File: config.mk
export PLATFORM = sky130hd
export DESIGN_NAME = qcfg_default_loader
export DESIGN_NICKNAME = d
export VERILOG_FILES = /design/src/rtl/qcfg_pkg.sv /design/src/rtl/qcfg_seg_calc.sv /design/src/rtl/qcfg_seq.sv /design/src/rtl/qcfg_default_loader.sv
export SDC_FILE = /design/constraint.sdc
export NUM_CORES = 1
export LEC_CHECK = 0
export ABC_CLOCK_PERIOD_IN_PS = 2500
export BUFFER_PORTS_ARGS = -buffer_cell sky130_fd_sc_hd__buf_4
export CELL_PAD_IN_SITES_DETAIL_PLACEMENT = 0
export CELL_PAD_IN_SITES_GLOBAL_PLACEMENT = 1
export CORE_MARGIN = 2
export CORE_UTILIZATION = 38
export CTS_CLUSTER_SIZE = 30
export DETAILED_ROUTE_END_ITERATION = 6
export GPL_TIMING_DRIVEN = 0
export PLACE_DENSITY = 0.93
export SKIP_LAST_GASP = 1
export SLEW_MARGIN = 20
export SYNTH_ARGS = -nofsm -noshare
export SYNTH_HDL_FRONTEND = slang
export SYNTH_HIERARCHICAL = 1
export SYNTH_SLANG_ARGS = --single-unit
File: constraint.sdc
create_clock -name clk -period 2.5 [get_ports clk]
set_clock_uncertainty 0.1 [all_clocks]
set_input_delay 0.5 -clock clk [delete_from_list [all_inputs] [get_ports clk]]
set_output_delay 0.5 -clock clk [all_outputs]
set_load 0.01 [all_outputs]
File: src/rtl/qcfg_pkg.sv
package qcfg_pkg;
  typedef enum logic [0:0] {
    ST_LOAD = 1'b0,
    ST_FIN  = 1'b1
  } qcfg_state_t;
endpackage

File: src/rtl/qcfg_seg_calc.sv
module qcfg_seg_calc #(
  parameter int NUM_Q = 32,
  parameter int DEPTH = 4096,
  localparam int QW  = (NUM_Q > 1) ? $clog2(NUM_Q) : 1,
  localparam int AW  = $clog2(DEPTH),
  localparam int SEG = DEPTH / NUM_Q
) (
  input  logic [QW-1:0] idx,
  output logic [AW-1:0] base,
  output logic [AW-1:0] last
);
  localparam logic [AW-1:0] SEG_A = AW'(SEG);
  localparam bit SEG_POW2 = ((SEG & (SEG - 1)) == 0);

  logic [AW-1:0] idx_ext;
  assign idx_ext = AW'(idx);

  // A power-of-two segment needs only a shift; any other size needs a multiplier.
  generate
    if (SEG_POW2) begin : g_shift
      localparam int SH = $clog2(SEG);
      assign base = idx_ext << SH;
    end else begin : g_mult
      assign base = idx_ext * SEG_A;
    end
  endgenerate

  assign last = base + SEG_A - AW'(1);
endmodule

File: src/rtl/qcfg_seq.sv
module qcfg_seq
  import qcfg_pkg::*;
#(
  parameter int NUM_Q = 32,
  parameter int DEPTH = 4096,
  localparam int QW  = (NUM_Q > 1) ? $clog2(NUM_Q) : 1,
  localparam int AW  = $clog2(DEPTH),
  localparam int SW  = AW + 1,
  localparam int SEG = DEPTH / NUM_Q
) (
  input  logic          clk,
  input  logic          rst,
  input  logic          default_mode,
  input  logic          chain_in_n,
  input  logic [AW-1:0] calc_base,
  input  logic [AW-1:0] calc_last,
  output logic [QW-1:0] cnt,
  output logic          chain_done_n,
  output logic          cfg_we,
  output logic [QW-1:0] cfg_idx,
  output logic [AW-1:0] cfg_base,
  output logic [AW-1:0] cfg_end,
  output logic [SW-1:0] cfg_size
);
  localparam logic [QW-1:0] LAST_Q = QW'(NUM_Q - 1);
  localparam logic [AW-1:0] SEG_A  = AW'(SEG);

  qcfg_state_t st;
  logic        step;

  assign step = default_mode & ~chain_in_n;

  always_ff @(posedge clk) begin
    if (rst) begin
      st           <= ST_LOAD;
      cnt          <= '0;
      chain_done_n <= 1'b1;
      cfg_we       <= 1'b0;
      cfg_idx      <= '0;
      cfg_base     <= '0;
      cfg_end      <= '0;
      cfg_size     <= '0;
    end else begin
      case (st)
        ST_LOAD: begin
          cfg_we <= 1'b0;
          if (step) begin
            cfg_we   <= 1'b1;
            cfg_idx  <= cnt;
            cfg_base <= calc_base;
            cfg_end  <= calc_last;
            cfg_size <= SW'(SEG);
            if (cnt == LAST_Q) st <= ST_FIN;
            else               cnt <= cnt + QW'(1);
          end
        end
        ST_FIN: begin
          cfg_we       <= 1'b0;
          chain_done_n <= 1'b0;
        end
        default: st <= ST_LOAD;
      endcase
    end
  end

  // reset drives the idle outputs
  p_reset_idle_r1: assert property (@(posedge clk)
    rst |=> (chain_done_n && !cfg_we));

  // no write after an edge where the turn is withheld
  p_pause_r5: assert property (@(posedge clk) disable iff (rst)
    chain_in_n |=> !cfg_we);

  // mode select low blocks writes
  p_idle_mode_r7: assert property (@(posedge clk) disable iff (rst)
    !default_mode |=> !cfg_we);

  // back-to-back writes step the index by one
  p_index_step_r3: assert property (@(posedge clk) disable iff (rst)
    (cfg_we && $past(cfg_we)) |-> (cfg_idx == $past(cfg_idx) + QW'(1)));

  // address fields match the segment of the written queue
  p_segment_r4: assert property (@(posedge clk) disable iff (rst)
    cfg_we |-> ((cfg_base == AW'(cfg_idx) * SEG_A) &&
                (cfg_end - cfg_base == SEG_A - AW'(1))));

  // completion follows the last write and then holds
  p_done_after_last_r6: assert property (@(posedge clk) disable iff (rst)
    $fell(chain_done_n) |-> ($past(cfg_we) && ($past(cfg_idx) == LAST_Q)));

  p_done_sticky_r6: assert property (@(posedge clk) disable iff (rst)
    !chain_done_n |=> !chain_done_n);

  p_quiet_after_done_r6: assert property (@(posedge clk) disable iff (rst)
    !chain_done_n |-> !cfg_we);
endmodule

File: src/rtl/qcfg_default_loader.sv
module qcfg_default_loader #(
  parameter int NUM_Q = 32,
  parameter int DEPTH = 4096,
  localparam int QW = (NUM_Q > 1) ? $clog2(NUM_Q) : 1,
  localparam int AW = $clog2(DEPTH),
  localparam int SW = AW + 1
) (
  input  logic          clk,
  input  logic          rst,
  input  logic          default_mode,
  input  logic          chain_in_n,
  output logic          chain_done_n,
  output logic          cfg_we,
  output logic [QW-1:0] cfg_idx,
  output logic [AW-1:0] cfg_base,
  output logic [AW-1:0] cfg_end,
  output logic [SW-1:0] cfg_size
);
  logic [QW-1:0] cnt;
  logic [AW-1:0] calc_base;
  logic [AW-1:0] calc_last;

  qcfg_seg_calc #(.NUM_Q(NUM_Q), .DEPTH(DEPTH)) u_calc (
    .idx  (cnt),
    .base (calc_base),
    .last (calc_last)
  );

  qcfg_seq #(.NUM_Q(NUM_Q), .DEPTH(DEPTH)) u_seq (
    .clk          (clk),
    .rst          (rst),
    .default_mode (default_mode),
    .chain_in_n   (chain_in_n),
    .calc_base    (calc_base),
    .calc_last    (calc_last),
    .cnt          (cnt),
    .chain_done_n (chain_done_n),
    .cfg_we       (cfg_we),
    .cfg_idx      (cfg_idx),
    .cfg_base     (cfg_base),
    .cfg_end      (cfg_end),
    .cfg_size     (cfg_size)
  );
endmodule

# Yosys cells after proc, flatten, opt, wreduce, memory -nomap -nowiden
# Cells that the tools add are included.
# word_totals
ff_bits	26
elab_cells	22
# op_classes
n_addsub	3
eq_ne	1
mux	5
n_bitwise	4
reduce_logical	2
# ops
cell	n
adder 12 x 8 -> 12 bit, second input constant	1
subtractor 12 x 1 -> 12 bit, second input constant	1
adder 5 x 1 -> 5 bit, second input constant	1
equality test 5 bit, second input constant	1
2-to-1 mux 1 bit	4
NOT 1 bit	3
AND reduction 3 bit	1
case mux 1 bit (2 select lines)	1
AND reduction 2 bit	1
AND 1 bit	1

# Logic depth before layout (Yosys ltp)
# depth
depth_word	4
mapped_depth	6
depth_no_buf	6

# Cells and area by module
# Netlist, hierarchy kept.
# modules_own_cells
module	instances	cells_each	area_per_inst_um2	seq_area_each_um2
qcfg_seq	1	178	1440.1	760.7
qcfg_seg_calc	1	26	187.7	0.0

# Worst setup path before layout
# OpenSTA, ideal clock, no wires.
# synth_timing
kind	register to register
start	register u_seq.cnt[0]
end	register u_seq.cnt[2]
t_arrival_ps	1902
path_slack_ps	381
stages_incl_launch_ff	7
path_buffers	0
synth_period_minus_slack_ps	2119
cell_sequence	dfxtp_1 > ha_1 > and3_1 > ha_1 > nor4b_1 > a21oi_1 > a31o_2
# synth_via
elab_chain_len	3
# synth_lines
item	line	text
start: declaration	qcfg_seq.sv:17	output logic [QW-1:0] cnt,
start signal: assignment	qcfg_seq.sv:54	else cnt <= cnt + QW'(1);
branches (longest 3 deep; another with adder 5 x 1 -> 5 bit)	--	
# Parallel ways; which one is timed is not known.
# A chain may end at the register's enable or synchronous reset.

# Final worst setup path
# Ends and elaborated chain as after synthesis.

==> out/summary.log <==
qor: clock_tree.cts.clk_slew.worst_paths 0.07 ns
qor: setup_path.cp_buf_inv_count 0
qor: grt.grt_first_pass_wirelength 5200 um
qor: logic_synthesis.postSynth.topFlopCell dfxtp_1
qor: logic_synthesis.yosys.area_share.simple 0.185
qor: die.design.die.area 4820 um^2
qor: logic_synthesis.synthesized_area_fraction_occupied_by_adder_cells 0.0154
qor: routing.drt_first_iter_violations 48
qor: power_and_ir_drop.power.ir.vdd_worst 0.000288 V
qor: clock_tree.cts_root_buf clkbuf_8
qor: timing.setup-tns-final 0 ns
qor: logic_synthesis.synth_cell_types 24
qor: logic_synthesis.synth.cell_area 1630 um^2
qor: setup_path.critical_path.most_common_cell ha_1
qor: logic_synthesis.postSynthCellCount 204
qor: power_and_ir_drop.power.density 546 nW/um^2
qor: die.die_x 69.5 um
qor: clock_tree.cts_buffer_depth 2
qor: clock_tree.worst_skew_pair.late_latency 0.29 ns
qor: setup_path.timing.critical_path.to_type flip-flop
qor: logic_synthesis.asyncSetResetFlopFracSynth 0
qor: grt.grt_max_degree 11
qor: placed_design.place_congestion 0.764
qor: clock_tree.post_cts.repair.setup_buffers 0
qor: logic_synthesis.synth_most_common_cell nand2_1
qor: logic_synthesis.synth_edf_count 0
qor: finish.final_layout_size_suffix_gt1_frac 0.290
qor: timing.count_of_final_setup_violators 0
qor: setup_path.crit_path_cell_trace ha_1, and3_1, ha_1, nor4b_1, a21oi_1, a31o_2
qor: logic_synthesis.synth-compound-area-share 0.125
qor: min_path.worst_hold_path_type reg -> reg
qor: outcome.status finished clean
qor: logic_synthesis.yosys_warnings 6
qor: grt.grt_usage 0.135
qor: setup_path.worst_path_maximum_fanout 6
qor: routing.vias_per_cell 4.19
qor: timing.final.hold.worst_slack 0.354 ns
qor: timing.layout_min_cycle_time 2.40 ns
qor: finish.layoutNonFillerInstCount 319
qor: setup_path.critPathArrivalTime 2.49 ns
qor: clock_tree.cts-htree-levels 2
qor: logic_synthesis.syn_area_per_cell 7.98 um^2
qor: clock_tree.cts_num_sinks 38
qor: timing.report.final.hold_viol_count 0
qor: die.floorplan.rows 23
qor: logic_synthesis.synth.top_cells.by_count nand2_1, dfxtp_1, buf_4
qor: placed_design.port-buffer-count 35
qor: routing.via_count 1336
qor: clock_tree.cts-resized-gates 0
qor: setup_path.slowest_delay 0.76 ns
qor: logic_synthesis.synth_top_cells_by_area dfxtp_1, buf_4, nand2_1
qor: placed_design.detailedPlacementHpwl 2190 um
qor: finish.areaGrowthSynthToFinish 30.0%
qor: routing.post_dr_wirelength_cell 9.84 um
qor: placed_design.place.detailed.instances 312
qor: setup_path.timing.critical_path.slowest_stage_cell nor4b_1
qor: timing.worst_slew_margin_rel 0.396
qor: routing.ant_nets 0
qor: timing.grt_setup_unrepaired false
qor: clock_tree.post_cts_hold_buffer_count 0
qor: timing.maxSlewViolCount 0
qor: finish.diodes 0
qor: logic_synthesis.synth_area_leader_cell dfxtp_1
qor: die.floorplan.initialDensity 0.401
qor: power_and_ir_drop.p_total 0.00115 W
qor: power_and_ir_drop.total_leakage_power 0.959 nW
qor: run.max_cap_violations 0
qor: timing.tightest_slew 0.894 ns
qor: clock_tree.numCtsBuffers 5
qor: setup_path.timing.critical_path.required 2.58 ns
qor: grt.grt.overflow.total 0
qor: setup_path.worstSetupPathType reg -> reg
qor: routing.routed_wl 3140 um
qor: logic_synthesis.synth_top_family_by_area buffers and inverters
qor: timing.fmax 416 MHz
qor: routing.post-route-drc-count 0
qor: logic_synthesis.yosys-mux-area-fraction 0
qor: finish.final_net_count 275
qor: logic_synthesis.post-synth-top-area-fraction 0.467
qor: setup_path.start_kind flip-flop
qor: grt.antenna_violations_before_repair 0
qor: timing.min_period_over_period 0.962
qor: die.chipHeight 69.5 um
qor: logic_synthesis.post_synth_xor_xnor_area 0.00538
qor: die.design.core.area 4060 um^2
qor: setup_path.timing.critical_path.max_delay_family simple AND/OR/NAND/NOR gates
qor: logic_synthesis.synth_seq_cells 38
qor: routing.drt-pass1-iter-count 4
qor: grt.vias_in_the_first_global_route 1173
qor: clock_tree.cts_tree built
qor: logic_synthesis.post_synthesis_sequential_area_ratio 0.467
qor: die.top_level_ports 48
[worst register-to-register path, stage by stage (launching register included)]
cell	delay, ns
dfxtp_1	0.37
ha_1	0.25
and3_1	0.19
ha_1	0.24
nor4b_1	0.76
a21oi_1	0.15
a31o_2	0.24
[metal layers]
| layer | vias to the layer above | GRT usage | part of all wire |
|---|---|---|---|
| li1 | 719 | - | - |
| met1 | 568 | 0.157 | 0.45 |
| met2 | 43 | 0.217 | 0.46 |
| met3 | 6 | 0.0494 | 0.072 |
| met4 | 0 | 0.0719 | 0.024 |
| met5 | - | 0 | 0 |
[metrics by stage]
stage	area [um^2]	setup WS, ns	util
4_1_cts	2120	0.126	0.521
2_1_floorplan	1710	0.381	-
5_1_grt	2120	0.0207	0.521
3_5_place_dp	2040	0.129	0.503
3_3_place_gp	2040	0.0985	0.503
6_report	2120	0.0951	0.521
[final cells by class]
cell class / instances / area, um^2
Clock buffer: 7 / 76.3
Inverter: 1 / 3.75
Multi-Input combinational cell: 141 / 637
Tap cell: 50 / 62.6
Sequential cell: 38 / 761
Timing Repair Buffer: 35 / 263
Buffer: 47 / 313
Fill cell: 423 / 1940
[state kept, by name (all words and copies together), names as in the netlist]
name and cells:
u_seq/cfg_base 12, u_seq/cfg_end 12, u_seq/cfg_idx 5, u_seq/cfg_size 1, u_seq/cfg_we 1, u_seq/chain_done_n 1
u_seq/cnt 5, u_seq/st 1
[where the power goes]
part	switching, W	internal [W]	total [W]
Combinational	0.0000672	0.0000661	0.000133
Clock	0.000197	0.000192	0.000389
Sequential	0.0000104	0.000621	0.000632
Total	0.000275	0.000879	0.00115
[cell usage in the layout, fill, tap and decap left out, types with 2 or more instances in the layout]
master    netlist  final
ha_1            2      2
clkbuf_8        0      5
a21oi_1        34     34
o21ai_0         2      2
conb_1          3     26
buf_4          36     71
nand2_1        60     60
clkbuf_1        9     11
dfxtp_1        38     38
nor2_1          5      5
[logic make-up (layout without fill, tap and decap cells)]
kind of cell    after synthesis  after routing
other cells                   3             26
compound gates               39             39
xor+xnor                      1              1
fa+ha+maj                     2              2
simple gates                 73             73
buf+inv                      48             90
flops                        38             38
[worst paths after layout]
path	slack [ns]	endpoint	from	cells past startpoint
worst min-delay path	0.35	u_seq/chain_done_n$_SDFFE_PP1P_	u_seq/chain_done_n$_SDFFE_PP1P_	1
worst max register to register	0.1	u_seq/cnt[2]$_SDFFE_PP0P_	u_seq/cnt[0]$_SDFFE_PP0P_	6
worst max-delay path	0.1	u_seq/cnt[2]$_SDFFE_PP0P_	u_seq/cnt[0]$_SDFFE_PP0P_	6
worst min register to register	0.35	u_seq/chain_done_n$_SDFFE_PP1P_	u_seq/chain_done_n$_SDFFE_PP1P_	1
Note: power is estimated with default switching activity, not from simulation.
